--- config.mk ---
export PLATFORM = sky130hd
export DESIGN_NAME = tw_eeprom
export DESIGN_NICKNAME = d
export VERILOG_FILES = /design/src/rtl/tw_pkg.sv /design/src/rtl/tw_ctrl.sv /design/src/rtl/tw_dp.sv /design/src/rtl/tw_eeprom.sv
export SDC_FILE = /design/constraint.sdc
export NUM_CORES = 2
export LEC_CHECK = 0
export ABC_CLOCK_PERIOD_IN_PS = 3200
export BUFFER_PORTS_ARGS = -buffer_cell sky130_fd_sc_hd__buf_2
export CAP_MARGIN = 10
export CORE_AREA = 2 2 307 309
export CTS_CLUSTER_DIAMETER = 40
export CTS_CLUSTER_SIZE = 12
export DETAILED_ROUTE_END_ITERATION = 16
export DIE_AREA = 0 0 309 311
export PLACE_DENSITY = 0.68
export SETUP_SLACK_MARGIN = 0.15
export SLEW_MARGIN = 10
export SYNTH_ARGS = -nofsm -noshare
export SYNTH_HDL_FRONTEND = slang
export SYNTH_SLANG_ARGS = --single-unit
export TNS_END_PERCENT = 5
--- constraint.sdc ---
create_clock -name clk -period 3.2 [get_ports clk]
set_clock_uncertainty 0.05 [all_clocks]
set_input_delay 0.16 -clock clk [delete_from_list [all_inputs] [get_ports clk]]
set_output_delay 0.16 -clock clk [all_outputs]
set_load 0.05 [all_outputs]
--- src/rtl/tw_pkg.sv ---
package tw_pkg;

  // Strobes from the control FSM to the datapath, one cycle wide each.
  typedef struct packed {
    logic shiftIn;    // shift the sampled SDA bit into the receive register
    logic takeAddr;   // latch word address from the received first byte
    logic storeByte;  // place received byte in page buffer, step low address bits
    logic loadTx;     // fetch the addressed byte into the transmit register
    logic shiftTx;    // move the next transmit bit to the MSB
    logic incAddr;    // step the full word address (sequential read)
    logic commit;     // copy valid page buffer entries into the array
    logic clearBuf;   // drop all pending page buffer entries
  } twStrobe_t;

  typedef enum logic [2:0] {
    ST_IDLE,
    ST_RX,
    ST_ACK,
    ST_TX,
    ST_MACK,
    ST_WAIT
  } twState_t;

endpackage

--- src/rtl/tw_ctrl.sv ---
module tw_ctrl
  import tw_pkg::*;
#(
  parameter int WR_CYCLES = 32
) (
  input  logic      clk,
  input  logic      rstN,
  input  logic      sclIn,
  input  logic      sdaIn,
  input  logic      txMsb,
  input  logic      bufAny,
  output twStrobe_t strb,
  output logic      sdaOe,
  output logic      busy,
  output logic      sclSync
);

  localparam int BUSY_W = $clog2(WR_CYCLES + 1);

  logic [1:0] sclPipe, sdaPipe;
  logic       sclD, sdaD, sclS, sdaS;
  logic       sclRise, sclFall, startC, stopC;

  twState_t    state;
  logic [3:0]  bitCnt;
  logic        isAddr, rwBit, mAck;
  logic [BUSY_W-1:0] busyCnt;

  // Synchronizers plus one delay stage for edge detection; run even when busy.
  always_ff @(posedge clk or negedge rstN) begin
    if (!rstN) begin
      sclPipe <= 2'b11;
      sdaPipe <= 2'b11;
      sclD    <= 1'b1;
      sdaD    <= 1'b1;
    end else begin
      sclPipe <= {sclPipe[0], sclIn};
      sdaPipe <= {sdaPipe[0], sdaIn};
      sclD    <= sclPipe[1];
      sdaD    <= sdaPipe[1];
    end
  end

  assign sclS    = sclPipe[1];
  assign sdaS    = sdaPipe[1];
  assign sclSync = sclS;
  assign sclRise = sclS & ~sclD;
  assign sclFall = ~sclS & sclD;
  assign startC  = sclS & sclD & sdaD & ~sdaS;
  assign stopC   = sclS & sclD & ~sdaD & sdaS;
  assign busy    = (busyCnt != '0);

  always_comb begin
    strb = '0;
    if (!busy) begin
      if (startC) begin
        strb.clearBuf = 1'b1;
      end else if (stopC) begin
        strb.commit = bufAny;
      end else begin
        unique case (state)
          ST_RX: begin
            strb.shiftIn   = sclRise;
            strb.takeAddr  = sclFall && (bitCnt == 4'd8) && isAddr;
            strb.storeByte = sclFall && (bitCnt == 4'd8) && !isAddr;
          end
          ST_ACK:  strb.loadTx  = sclFall && isAddr && rwBit;
          ST_TX:   strb.shiftTx = sclFall && (bitCnt != 4'd7);
          ST_MACK: begin
            strb.incAddr = sclRise && !sdaS;
            strb.loadTx  = sclFall && mAck;
          end
          default: ;
        endcase
      end
    end
  end

  always_ff @(posedge clk or negedge rstN) begin
    if (!rstN) begin
      state   <= ST_IDLE;
      bitCnt  <= '0;
      isAddr  <= 1'b0;
      rwBit   <= 1'b0;
      mAck    <= 1'b0;
      busyCnt <= '0;
    end else if (busy) begin
      busyCnt <= busyCnt - 1'b1;
      state   <= ST_IDLE;
    end else if (startC) begin
      state  <= ST_RX;
      bitCnt <= '0;
      isAddr <= 1'b1;
    end else if (stopC) begin
      state <= ST_IDLE;
      if (bufAny) busyCnt <= BUSY_W'(WR_CYCLES);
    end else begin
      unique case (state)
        ST_RX: begin
          if (sclRise) begin
            bitCnt <= bitCnt + 1'b1;
            if (isAddr && bitCnt == 4'd7) rwBit <= sdaS;
          end else if (sclFall && bitCnt == 4'd8) begin
            state <= ST_ACK;
          end
        end
        ST_ACK: begin
          if (sclFall) begin
            bitCnt <= '0;
            isAddr <= 1'b0;
            state  <= (isAddr && rwBit) ? ST_TX : ST_RX;
          end
        end
        ST_TX: begin
          if (sclFall) begin
            if (bitCnt == 4'd7) state <= ST_MACK;
            else bitCnt <= bitCnt + 1'b1;
          end
        end
        ST_MACK: begin
          if (sclRise) begin
            mAck <= ~sdaS;
          end else if (sclFall) begin
            bitCnt <= '0;
            state  <= mAck ? ST_TX : ST_WAIT;
          end
        end
        default: ;
      endcase
    end
  end

  assign sdaOe = !busy && ((state == ST_ACK) || (state == ST_TX && !txMsb));

endmodule

--- src/rtl/tw_dp.sv ---
module tw_dp
  import tw_pkg::*;
#(
  parameter int DATA_W = 8,
  parameter int ADDR_W = 7,
  parameter int PAGE_W = 2
) (
  input  logic              clk,
  input  logic              rstN,
  input  logic              sdaBit,
  input  twStrobe_t         strb,
  output logic              txMsb,
  output logic              bufAny,
  output logic [ADDR_W-1:0] wordAddr
);

  localparam int DEPTH  = 1 << ADDR_W;
  localparam int PAGE_N = 1 << PAGE_W;

  logic [DATA_W-1:0] mem [DEPTH];
  logic [DATA_W-1:0] rxSh, txSh;
  logic [DATA_W-1:0] pageBuf [PAGE_N];
  logic [PAGE_N-1:0] bufVld;

  always_ff @(posedge clk or negedge rstN) begin
    if (!rstN) rxSh <= '0;
    else if (strb.shiftIn) rxSh <= {rxSh[DATA_W-2:0], sdaBit};
  end

  always_ff @(posedge clk or negedge rstN) begin
    if (!rstN) begin
      wordAddr <= '0;
    end else if (strb.takeAddr) begin
      wordAddr <= rxSh[DATA_W-1:DATA_W-ADDR_W];
    end else if (strb.storeByte) begin
      wordAddr[PAGE_W-1:0] <= wordAddr[PAGE_W-1:0] + 1'b1;
    end else if (strb.incAddr) begin
      wordAddr <= wordAddr + 1'b1;
    end
  end

  // One slot per byte of the page.
  for (genvar g = 0; g < PAGE_N; g++) begin : gSlot
    always_ff @(posedge clk or negedge rstN) begin
      if (!rstN) begin
        pageBuf[g] <= '0;
        bufVld[g]  <= 1'b0;
      end else if (strb.clearBuf || strb.commit) begin
        bufVld[g] <= 1'b0;
      end else if (strb.storeByte && wordAddr[PAGE_W-1:0] == PAGE_W'(g)) begin
        pageBuf[g] <= rxSh;
        bufVld[g]  <= 1'b1;
      end
    end
  end

  assign bufAny = |bufVld;

  always_ff @(posedge clk or negedge rstN) begin
    if (!rstN) begin
      for (int i = 0; i < DEPTH; i++) mem[i] <= '0;
    end else if (strb.commit) begin
      for (int i = 0; i < PAGE_N; i++)
        if (bufVld[i]) mem[{wordAddr[ADDR_W-1:PAGE_W], PAGE_W'(i)}] <= pageBuf[i];
    end
  end

  always_ff @(posedge clk or negedge rstN) begin
    if (!rstN) txSh <= '0;
    else if (strb.loadTx) txSh <= mem[wordAddr];
    else if (strb.shiftTx) txSh <= {txSh[DATA_W-2:0], 1'b0};
  end

  assign txMsb = txSh[DATA_W-1];

endmodule

--- src/rtl/tw_eeprom.sv ---
module tw_eeprom
  import tw_pkg::*;
#(
  parameter int DATA_W    = 8,
  parameter int PAGE_W    = 2,
  parameter int WR_CYCLES = 32
) (
  input  logic clk,
  input  logic rstN,
  input  logic sclIn,
  input  logic sdaIn,
  output logic sdaOe
);

  localparam int ADDR_W = DATA_W - 1;

  twStrobe_t         strb;
  logic              txMsb, bufAny, busy, sclSync;
  logic [ADDR_W-1:0] wordAddr;
  logic              sdaBit;

  assign sdaBit = sdaIn;

  tw_ctrl #(.WR_CYCLES(WR_CYCLES)) u_ctrl (
    .clk     (clk),
    .rstN    (rstN),
    .sclIn   (sclIn),
    .sdaIn   (sdaIn),
    .txMsb   (txMsb),
    .bufAny  (bufAny),
    .strb    (strb),
    .sdaOe   (sdaOe),
    .busy    (busy),
    .sclSync (sclSync)
  );

  // Datapath samples a re-synchronized copy: shiftIn fires only on a
  // synchronized SCL rise, long after SDA has settled at the pin.
  logic [1:0] sdaDpSync;
  always_ff @(posedge clk or negedge rstN) begin
    if (!rstN) sdaDpSync <= 2'b11;
    else sdaDpSync <= {sdaDpSync[0], sdaBit};
  end

  tw_dp #(.DATA_W(DATA_W), .ADDR_W(ADDR_W), .PAGE_W(PAGE_W)) u_dp (
    .clk      (clk),
    .rstN     (rstN),
    .sdaBit   (sdaDpSync[1]),
    .strb     (strb),
    .txMsb    (txMsb),
    .bufAny   (bufAny),
    .wordAddr (wordAddr)
  );

endmodule

==> results.md <==
- Outcome: finished clean
- Synth Warn #: 0
- Worst ir drop on vdd: 0.000488 V
- Relative slew margins: 17.1%
- Fin crit share: 98.4%
- Crit path kind: reg2reg
- Prevailing post-synth register cell: dfrtp_1
- Die height: 311 um
- Die footprint: 0.0961 mm2
- Yosys reg bits: 1105
- Root Buffer: clkbuf_16
- Port Buf Inserts: 4
- Max cap viols: 0
- Gate Count Post-Synth: 3488
- Post-layout nets: 3691
- Clock sinks: 1105
- Syn_nets: 3500
- Global-route wire length before repair: 251 mm
- TNS Setup: 0 ns
- Area of the multi-input gates: 0.0221 mm2
- Area delta synth->final: 17.2%
- Endpoints failing hold: 0
- PD cells: 607 mW/mm2
- Total track usage: 36.3%
- Final HPWL DP: 108 mm
- Leakage Power: 27.9 nW
- Worst Path Max Fanout: 20
- Post-synth cell types: 63
- Slew Limit Fails: 0
- Starting DRC count in detailed routing: 3593
- Number of flops mapped to enable cells by yosys: 0
- Register area share after synthesis: 54.5%
- Worst setup margin: 0.0513 ns
- Routed len/inst: 34.0 um
- Largest net degree at the start of global routing: 122
- Rows: 112
- Nature of the critical path startpoint: flip-flop
- Via density per instance: 6.78
- Worst hold path type: in2async
- Kind of end point of the critical path: flip-flop
- Share of layout cells above drive strength 1: 49.1%
- CTS Buf Count: 157
- Vias in the first global route: 35800
- Antenna-violating nets left: 0
- I/O pin cnt: 5
- Mapped Area: 0.0508 mm2
- Max Freq: 0.318 GHz
- Core Region: 0.0928 mm2
- Detailed Route WL: 172 mm
- # fillers: 6686
- Worst Tran Pin Value: 1.24 ns
- Worst skew pair latency: 0.76 ns
- Worst hold margin: 0.246 ns
- Residual DRC: 0
- Grt ovf: 0
- CTS tree: yes
- # H-tree levels: 4
- Final min period: 3.15 ns
- Crit path arrival time: 3.70 ns
- Final setup fails: 0
- Die width: 309 um
- Required time worst endpoint: 3.75 ns
- Register area: 0.0277 mm2
- Initial Utilization: 54.7%
- Clock-pin transition on the worst setup and hold timing paths: 0.06 ns
- Post-layout util: 64.1%
- Total number of vias: 34300
- Dpl ws: -0.00420 ns
- Syn Area/Cell: 14.6 um2
- Bufs on Longest Clock Path: 3
- Async SR Flop Fraction: 100%
- Drt pass-1 iters: 8
- Unrepaired setup endpoints after global routing: true
- Routability cong.: 0.959
- Initial antenna violation count: 9
[critical path, stage by stage (launching register included)]
cell and delay (ns):
dfrtp_4 0.59, buf_12 0.19, buf_12 0.21, buf_12 0.21
buf_4 0.18, mux2i_1 0.19, a22oi_1 0.12, nand2_1 0.25
o21ai_0 0.16, nor3_1 0.60, a32oi_1 0.20
[area by class of cell]
type                    instances  area share [%]
inverters                       9          0.0568
multi-input cells            2133            37.1
repair buffers                273            4.32
diodes                          1         0.00421
clock buffers                 197            7.44
clock inverters                89            1.83
flip-flops and latches       1105            46.6
well taps                    1254            2.64
[cells by family after synthesis]
group | count (synthesis) | synth area share, %
mux | 1447 | 35.1
fa+ha+maj | 8 | 0.197
xor+xnor | 7 | 0.121
compound gates | 233 | 3.18
buf+inv | 250 | 2.12
flops | 1105 | 54.5
simple gates | 438 | 4.77
[final timing paths]
| check | cells after the start | startpoint | endpoint | slack [ns] |
|---|---|---|---|---|
| max | 10 | u_dp.wordAddr[1] | u_dp.txSh[7] | 0.05 |
| min | 3 | rstN | u_dp.pageBuf[6] | 0.25 |
| max reg2reg | 10 | u_dp.wordAddr[1] | u_dp.txSh[7] | 0.05 |
| min reg2reg | 0 | u_ctrl.sdaPipe[0] | sdaDpSync[1] | 0.31 |
| max in group asynchronous | 4 | rstN | u_dp.mem[1017] | 2.06 |
| min in group clk | 0 | u_ctrl.sdaPipe[0] | sdaDpSync[1] | 0.31 |
[through the flow]
| step | instance area (um2) | cells | power, mW |
|---|---|---|---|
| after global routing | 59500 | 5060 | 37.1 |
| after detailed placement | 53800 | 4762 | 18.3 |
| final | 59500 | 5061 | 36.1 |
| after floorplan | 50800 | 3488 | 16.7 |
| after global placement | 53800 | 4762 | 18.2 |
| after CTS | 59400 | 5054 | 36.2 |
[cell usage after synthesis, types with 5 or more instances]
master	instances	area share (%)
dfrtp_1	1099	54
mux2_2	1033	23
mux2i_1	217	4.3
mux4_2	160	7.1
clkbuf_1	140	1.0
nand3_1	117	1.2
a22oi_1	100	1.5
nand2_1	94	0.70
buf_2	67	0.66
nor2_1	54	0.40
a21oi_1	48	0.47
mux2_1	37	0.82
nand3_2	36	0.71
nor2_2	34	0.42
o21ai_0	20	0.20
buf_1	19	0.14
buf_4	15	0.22
nand4_1	15	0.18
nor3_1	14	0.14
a32oi_1	12	0.21
nor2b_1	12	0.15
a31oi_1	8	0.099
ha_1	8	0.20
inv_1	8	0.059
nand2b_1	8	0.099
nor4_1	7	0.086
a211oi_1	6	0.089
a221oi_1	6	0.10
and3_1	6	0.074
dfstp_2	6	0.31
nand4b_1	6	0.10
xor2_1	6	0.10
nand3b_1	5	0.074
nor3b_1	5	0.074
o22ai_1	5	0.062
[what timing repair did]
item,in CTS,in global routing
endpoints found under the setup margin,3,247
setup buffers,0,6
gates resized for setup,2,5
hold buffers,6,0
hold endpoints to repair,736,0
[layout by cell type, fill, tap and decap left out, types with 8 or more instances in the layout]
cell type and count:
a32oi_1 12, clkbuf_16 164, clkinvlp_4 26, mux2_1 37, nor2_2 35, buf_12 39
inv_6 12, nor2_1 52, nand2b_1 8, a22oi_1 100, nand3_2 39, clkbuf_8 20
nand2_1 94, mux4_2 160, nor2b_1 10, clkbuf_1 13, clkinv_2 19, a31oi_1 8
nand3_1 114, buf_4 224, mux2i_1 217, nor3_1 13, inv_1 8, ha_1 8
bufinv_16 18, clkinv_4 8, dfrtp_2 33, mux2_2 1033, a21oi_1 48, dfrtp_1 1063
o21ai_0 18, nand4_1 15
[state kept, by name (all words and copies together) (netlist names), 2 cells and up]
name	flops
u_dp.wordAddr	7
u_ctrl.bitCnt	4
u_dp.rxSh	8
u_dp.pageBuf	32
u_ctrl.state	3
u_ctrl.sclPipe	2
u_ctrl.busyCnt	6
u_dp.bufVld	4
u_dp.mem	1024
u_dp.txSh	8
[power by group]
group	internal (mW)	switching, mW
registers	14.1	0.176
logic	1.59	2.25
clock network	11.3	6.69
total	27.0	9.12
[metal layers]
metal / up-vias / track usage, % / routed length, um
met1: 18500 / 48.5 / 68000
met2: 1850 / 54.6 / 78200
met4: 4 / 19.5 / 10300
li1: 13400 / - / -
met5: - / 0 / 28
met3: 531 / 9.30 / 15800
(Power assumes the default switching activity.)
